<file path="config.mk">
export PLATFORM = sky130hd
export DESIGN_NAME = sec_ecc_corrector
export DESIGN_NICKNAME = d
export VERILOG_FILES = /design/src/rtl/sec_ecc_pkg.sv /design/src/rtl/sec_ecc_syndrome.sv /design/src/rtl/sec_ecc_sector_ram.sv /design/src/rtl/sec_ecc_fix_ctrl.sv /design/src/rtl/sec_ecc_corrector.sv
export SDC_FILE = /design/constraint.sdc
export NUM_CORES = 2
export LEC_CHECK = 0
export ABC_AREA = 1
export BUFFER_PORTS_ARGS = -buffer_cell sky130_fd_sc_hd__buf_2
export CAP_MARGIN = 20
export CORE_MARGIN = 2
export CORE_UTILIZATION = 60
export CTS_CLUSTER_SIZE = 20
export DETAILED_ROUTE_END_ITERATION = 6
export PLACE_DENSITY = 0.76
export REMOVE_ABC_BUFFERS = 1
export SYNTH_ARGS = -nofsm -noshare
export SYNTH_HDL_FRONTEND = slang
export SYNTH_HIERARCHICAL = 1
export SYNTH_SLANG_ARGS = --single-unit
</file>
<file path="constraint.sdc">
create_clock -name clk -period 14.3 [get_ports clk]
set_input_delay 0.715 -clock clk [delete_from_list [all_inputs] [get_ports clk]]
set_output_delay 0.715 -clock clk [all_outputs]
set_load 0.02 [all_outputs]
</file>
<file path="src/rtl/sec_ecc_pkg.sv">
package sec_ecc_pkg;
  localparam int SEC_BYTES = 512;
  localparam int BYTE_W    = 8;
  localparam int ADDR_W    = $clog2(SEC_BYTES);
  localparam int BIT_W     = $clog2(BYTE_W);
  localparam int HALF_W    = ADDR_W + BIT_W;
  localparam int CODE_W    = 2 * HALF_W;

  typedef enum logic [1:0] {
    RES_NONE = 2'b00,
    RES_DATA = 2'b01,
    RES_CODE = 2'b10,
    RES_FAIL = 2'b11
  } ecc_res_e;

  // low word: byte 0 plus the low nibble of byte 1 on top
  function automatic logic [HALF_W-1:0] code_lo(input logic [CODE_W-1:0] c);
    return c[HALF_W-1:0];
  endfunction

  // high word: the high nibble of byte 1 at the bottom, byte 2 above it
  function automatic logic [HALF_W-1:0] code_hi(input logic [CODE_W-1:0] c);
    return c[CODE_W-1:HALF_W];
  endfunction

  function automatic ecc_res_e classify(input logic [HALF_W-1:0] odd_s,
                                        input logic [HALF_W-1:0] even_s);
    if (odd_s == '0 && even_s == '0)       return RES_NONE;
    else if (odd_s == ~even_s)             return RES_DATA;
    else if ($countones(odd_s | even_s) == 1) return RES_CODE;
    else                                   return RES_FAIL;
  endfunction

  function automatic logic [BYTE_W-1:0] bit_mask(input logic [BIT_W-1:0] pos);
    return BYTE_W'(1) << pos;
  endfunction
endpackage

</file>
<file path="src/rtl/sec_ecc_syndrome.sv">
module sec_ecc_syndrome
  import sec_ecc_pkg::*;
(
  input  logic [CODE_W-1:0] stored_code,
  input  logic [CODE_W-1:0] calc_code,
  output ecc_res_e          cls,
  output logic [HALF_W-1:0] err_loc
);
  logic [CODE_W-1:0] read_code;
  logic [HALF_W-1:0] odd_syn, even_syn;

  // spare area keeps the code inverted
  assign read_code = ~stored_code;
  assign odd_syn   = code_lo(read_code) ^ code_lo(calc_code);
  assign even_syn  = code_hi(read_code) ^ code_hi(calc_code);
  assign cls       = classify(odd_syn, even_syn);
  assign err_loc   = odd_syn;
endmodule

</file>
<file path="src/rtl/sec_ecc_sector_ram.sv">
module sec_ecc_sector_ram #(
  parameter int DEPTH  = 512,
  parameter int DATA_W = 8,
  localparam int AW    = $clog2(DEPTH)
) (
  input  logic              clk,
  input  logic              we,
  input  logic [AW-1:0]     waddr,
  input  logic [DATA_W-1:0] wdata,
  input  logic [AW-1:0]     raddr,
  output logic [DATA_W-1:0] rdata
);
  logic [DATA_W-1:0] mem [DEPTH];

  always_ff @(posedge clk) begin
    if (we) mem[waddr] <= wdata;
    rdata <= mem[raddr];
  end
endmodule

</file>
<file path="src/rtl/sec_ecc_fix_ctrl.sv">
module sec_ecc_fix_ctrl
  import sec_ecc_pkg::*;
(
  input  logic              clk,
  input  logic              rst_n,
  input  logic              start,
  input  ecc_res_e          cls_in,
  input  logic [HALF_W-1:0] loc_in,
  input  logic [BYTE_W-1:0] ram_rdata,
  output logic              busy,
  output logic              done,
  output ecc_res_e          result,
  output logic [ADDR_W-1:0] fix_addr,
  output logic              fix_we,
  output logic [BYTE_W-1:0] fix_wdata
);
  typedef enum logic [1:0] {ST_IDLE, ST_READ, ST_WRITE, ST_FIN} st_e;
  st_e               state;
  logic [HALF_W-1:0] loc_q;
  logic              accept;

  assign accept = start && (state == ST_IDLE);

  always_ff @(posedge clk) begin
    if (!rst_n) begin
      state  <= ST_IDLE;
      result <= RES_NONE;
      loc_q  <= '0;
    end else begin
      unique case (state)
        ST_IDLE: if (accept) begin
          result <= cls_in;
          loc_q  <= loc_in;
          state  <= (cls_in == RES_DATA) ? ST_READ : ST_FIN;
        end
        ST_READ:  state <= ST_WRITE;
        ST_WRITE: state <= ST_FIN;
        default:  state <= ST_IDLE;
      endcase
    end
  end

  assign busy      = (state != ST_IDLE);
  assign done      = (state == ST_FIN);
  assign fix_addr  = loc_q[HALF_W-1:BIT_W];
  assign fix_we    = (state == ST_WRITE);
  assign fix_wdata = ram_rdata ^ bit_mask(loc_q[BIT_W-1:0]);

  p_done_pulse_r8: assert property (@(posedge clk) disable iff (!rst_n)
    done |=> !done);
  p_accept_busy_r8: assert property (@(posedge clk) disable iff (!rst_n)
    accept |=> busy);
  p_fast_path_r6: assert property (@(posedge clk) disable iff (!rst_n)
    (accept && cls_in != RES_DATA) |=> done);
  p_write_then_done_r5: assert property (@(posedge clk) disable iff (!rst_n)
    fix_we |=> done);
  p_write_only_data_r5: assert property (@(posedge clk) disable iff (!rst_n)
    fix_we |-> (result == RES_DATA));
  p_result_hold_r10: assert property (@(posedge clk) disable iff (!rst_n)
    !accept |=> $stable(result));
endmodule

</file>
<file path="src/rtl/sec_ecc_corrector.sv">
module sec_ecc_corrector
  import sec_ecc_pkg::*;
(
  input  logic              clk,
  input  logic              rst_n,
  input  logic              wr_en,
  input  logic [ADDR_W-1:0] wr_addr,
  input  logic [BYTE_W-1:0] wr_data,
  input  logic [ADDR_W-1:0] rd_addr,
  output logic [BYTE_W-1:0] rd_data,
  input  logic              start,
  input  logic [CODE_W-1:0] stored_code,
  input  logic [CODE_W-1:0] calc_code,
  output logic              busy,
  output logic              done,
  output logic [1:0]        result
);
  ecc_res_e          cls, res_e;
  logic [HALF_W-1:0] err_loc;
  logic [ADDR_W-1:0] fix_addr, ram_waddr, ram_raddr;
  logic              fix_we, ram_we;
  logic [BYTE_W-1:0] fix_wdata, ram_wdata, ram_rdata;

  sec_ecc_syndrome u_syn (
    .stored_code (stored_code),
    .calc_code   (calc_code),
    .cls         (cls),
    .err_loc     (err_loc)
  );

  sec_ecc_fix_ctrl u_ctrl (
    .clk       (clk),
    .rst_n     (rst_n),
    .start     (start),
    .cls_in    (cls),
    .loc_in    (err_loc),
    .ram_rdata (ram_rdata),
    .busy      (busy),
    .done      (done),
    .result    (res_e),
    .fix_addr  (fix_addr),
    .fix_we    (fix_we),
    .fix_wdata (fix_wdata)
  );

  // the corrector owns the RAM while busy; outside writes are dropped
  assign ram_we    = busy ? fix_we    : wr_en;
  assign ram_waddr = busy ? fix_addr  : wr_addr;
  assign ram_wdata = busy ? fix_wdata : wr_data;
  assign ram_raddr = busy ? fix_addr  : rd_addr;

  sec_ecc_sector_ram #(.DEPTH(SEC_BYTES), .DATA_W(BYTE_W)) u_ram (
    .clk   (clk),
    .we    (ram_we),
    .waddr (ram_waddr),
    .wdata (ram_wdata),
    .raddr (ram_raddr),
    .rdata (ram_rdata)
  );

  assign rd_data = ram_rdata;
  assign result  = res_e;

  p_flip_single_r5: assert property (@(posedge clk) disable iff (!rst_n)
    fix_we |-> ($countones(fix_wdata ^ ram_rdata) == 1));
  p_done_implies_busy_r8: assert property (@(posedge clk) disable iff (!rst_n)
    done |-> busy);
endmodule

</file>
==> summary.md <==
| Metric | Value |
|---|---|
| Max clock buf depth | `4` |
| Internal | `0.0252 W` |
| Initial DRC count | `18451` |
| Skew final | `90.3 ps` |
| Post CTS Setup Buffer Count | `0` |
| Cell Area, Placed | `170000 um2` |
| CP Launch Type | `flop` |
| Die area | `286000 um2` |
| Final Routed Wirelength | `454000 um` |
| Final instance area | `183000 um2` |
| Die Ht | `535 um` |
| Setup crit start | `u_ctrl/state[0]` |
| Hold_sp | `start` |
| CP max-delay cell | `buf_4` |
| Chip width | `535 um` |
| First-pass GRT wire length | `673000 um` |
| Core area | `280000 um2` |
| Nets | `14033` |
| Switching Share | `40.0%` |
| Number of global-route vias before repair | `107349` |
| Crit path cell chain | `inv_1 -> ha_1 -> inv_1 -> nand2_1 -> nand2_4 -> buf_12 -> buf_12 -> buf_4 -> buf_4 -> nand2_1 -> nand3_1 -> nand3_1 -> nand3_1 -> nand3_1 -> nand3_1 -> nand3_1 -> nand3_1 -> nand3_1 -> nand2_1` |
| Via count | `113429` |
| Leakage | `63.8 nW` |
| Slew at the pin closest to its max-slew limit | `1200 ps` |
| Warnings from Yosys | `6` |
| Port bufs | `89` |
| Switching power | `0.0168 W` |
| Final Max Tran Viols | `0` |
| Final hold violations | `0` |
| Status | `finished, final reports clean` |
| Crit path arrival time | `8410 ps` |
| GR Overflow Total | `0` |
| CTS resizes | `0` |
| Placed Instances | `17245` |
| Critical path's most frequent cell | `nand3_1` |
| Initial antenna violation count | `17` |
| Layout cells sized above 1 | `6.26%` |
| Worst path top cell family by delay | `buffers and inverters` |
| Hold-fix buffers, CTS | `0` |
| Syn Inst Count | `14261` |
| Combinational power share | `36.4%` |
| Register area share after synthesis | `73.1%` |
| Kind of critical path | `reg2reg` |
| Final period util | `52.8%` |
| Drt wl/cell | `25.2 um` |
| Total of max-cap violations | `0` |
| Clock latency on the worst-skew pair | `990 ps` |
| Final setup violation count | `0` |
| Ports | `90` |
| Worst IR Drop VDD | `0.381 mV` |
| FILL cells | `19547` |
| # H-tree levels | `5` |
| Crit end category | `flop` |
| Buf/Inv on CP | `6` |
| RePlAce Congestion | `0.906` |
| Yosys reg bits | `4120` |
| R2R Path Start | `u_ctrl/state[0]` |
| Syn-to-layout area delta | `8.55%` |
| Synth cell types | `32` |
| Mapped Area | `169000 um2` |
| Max FO, Critical Path | `205` |
| CTS Buf Count | `402` |
| DRT Pass-1 Iters | `6` |
| Clk pwr share | `24.9%` |
| # DRC | `0` |
| CP peak stage delay | `920 ps` |
| Clock tree root driver cell | `clkbuf_16` |
| Worst Hold Class | `in2reg` |
| Clk pin slew, worst setup/hold paths | `60 ps` |
| Pwr Density | `229 nW/um2` |
| ANT nets after route | `0` |
| Worst rel slew slack | `19.9%` |
| RSZ-0062 raised after global routing | `no` |
| Gr usage total | `31.2%` |
| Via-to-Cell Ratio | `6.31` |
| Highest clock rate | `0.132 GHz` |
| CTS tree | `done` |
| Fin crit period | `7550 ps` |
| Initial Util | `60.4%` |
| Syn avg cell area | `11.8 um2` |
| Clk sink count | `4120` |
| Post-route insts no fill | `17984` |
| # rows | `194` |
| Largest net degree at the start of global routing | `215` |
| Req. time, crit path | `15160 ps` |
| Flop pwr share | `38.6%` |
| Hpwl dp | `247000 um` |
-- stage by stage --
step | utilization, % | TNS (ps) | setup slack, ps | hold slack (ps) | total power (W)
4_1_cts | 65.5 | 0 | 7050 | 20.7 | 0.0416
3_3_place_gp | 60.9 | 0 | 7200 | 459 | 0.0309
3_5_place_dp | 60.9 | 0 | 7120 | 472 | 0.0312
5_1_grt | 65.6 | 0 | 6490 | 94.1 | 0.0435
6_report | 65.6 | 0 | 6750 | 69.6 | 0.0420
2_1_floorplan | - | -955910 | -119490 | 455 | 0.0278
-- final cells by class --
cell class | count | area, um2 | share of cell area, %
Antenna cell | 8 | 20.0 | 0.0109
Clock buffer | 487 | 10500 | 5.72
Clock inverter | 240 | 2530 | 1.38
Inverter | 102 | 447 | 0.244
Multi-Input combinational cell | 9040 | 39800 | 21.7
Sequential cell | 4120 | 123000 | 67.3
Tap cell | 3724 | 4660 | 2.54
Timing Repair Buffer | 263 | 2010 | 1.10
-- sequential cells by signal, indices dropped and copies added, names as in the netlist --
register       count
u_ctrl/loc_q      12
u_ram/mem       4096
u_ctrl/result      2
u_ctrl/state       2
u_ram/rdata        8
-- logic make-up after synthesis --
group           after synthesis  synth area share [%]
simple gates               8978                  23.0
flops                      4120                  73.1
fa+ha+maj                    26                 0.224
compound gates               24                0.0718
xor+xnor                     12                0.0755
buf+inv                    1101                  3.52
-- synth_stat cells --
| cell type | instances | area share, % |
|---|---|---|
| inv_4 | 2 | 0.0074 |
| buf_12 | 1 | 0.012 |
| o21ai_0 | 9 | 0.027 |
| clkbuf_8 | 1 | 0.0081 |
| nand4_1 | 5 | 0.019 |
| o21ai_1 | 7 | 0.021 |
| dfxtp_1 | 24 | 0.28 |
| inv_8 | 1 | 0.0067 |
| buf_6 | 76 | 0.51 |
| buf_1 | 82 | 0.18 |
| nand2_1 | 4286 | 9.5 |
| nand3_2 | 1 | 0.0059 |
| edfxtp_1 | 4096 | 73 |
| inv_2 | 3 | 0.0067 |
| xor2_1 | 1 | 0.0052 |
| a21oi_1 | 7 | 0.021 |
| nand3_1 | 4091 | 12 |
| inv_1 | 95 | 0.21 |
| clkinv_2 | 1 | 0.0030 |
| buf_8 | 5 | 0.044 |
| nor2_2 | 11 | 0.041 |
| ha_1 | 19 | 0.14 |
| fa_1 | 7 | 0.083 |
| xnor2_1 | 8 | 0.041 |
| buf_4 | 132 | 0.59 |
| xor2_2 | 3 | 0.029 |
| buf_2 | 518 | 1.5 |
| nand2_2 | 8 | 0.030 |
| clkbuf_1 | 184 | 0.41 |
| nor2_1 | 563 | 1.3 |
| nor3_1 | 13 | 0.039 |
| a31oi_1 | 1 | 0.0037 |
-- per-layer routing --
| layer | wire, um | GRT usage [%] |
|---|---|---|
| met1 | 163000 | 42.8 |
| met2 | 210000 | 48.0 |
| met3 | 59000 | 7.20 |
| met5 | 94 | 0 |
| met4 | 22300 | 14.4 |
-- layout by cell type (no fill, tap or decap), types with 3 or more instances in the layout --
cell,synthesis,final
nand2_1,4286,4256
edfxtp_1,4096,4096
nand3_1,4091,4091
nor2_1,563,561
clkbuf_16,0,406
buf_4,132,156
inv_1,95,93
buf_2,518,89
clkinv_1,0,84
clkbuf_1,184,78
clkinv_2,1,72
bufinv_16,0,39
nand2_4,0,29
dfxtp_1,24,24
clkinvlp_4,0,20
ha_1,19,19
nor3_1,13,13
nor2_2,11,13
buf_12,1,13
clkinv_16,0,10
nand2_2,8,9
o21ai_0,9,9
diode_2,0,8
xnor2_1,8,8
inv_16,0,7
o21ai_1,7,7
a21oi_1,7,7
fa_1,7,7
inv_6,0,5
clkinv_4,0,5
buf_16,0,5
nand4_1,5,5
clkinv_8,0,4
inv_8,1,3
clkbuf_8,1,3
xor2_2,3,3
-- worst min-delay path, stage by stage --
cell	delay [ps]
buf_2	110
inv_1	60
a31oi_1	80
-- power groups by stage --
| stage | Combinational (W) | Sequential, W | Clock [W] |
|---|---|---|---|
| after floorplan | 0.00955 | 0.0182 | 0 |
| after global placement | 0.0144 | 0.0165 | 0 |
| after detailed placement | 0.0147 | 0.0165 | 0 |
| after CTS | 0.0148 | 0.0162 | 0.0105 |
| after global routing | 0.0162 | 0.0162 | 0.0110 |
| final | 0.0153 | 0.0162 | 0.0105 |
-- worst paths after layout --
| check | end | slack (ps) | depth (start not counted) |
|---|---|---|---|
| setup / recovery | u_ram/rdata[5] | 6750 | 19 |
| hold / removal | u_ctrl/state[0] | 70 | 3 |
| setup reg to reg | u_ram/rdata[5] | 6750 | 19 |
| hold reg to reg | u_ctrl/loc_q[11] | 480 | 2 |
No activity file was read; power rests on OpenSTA's default activity.
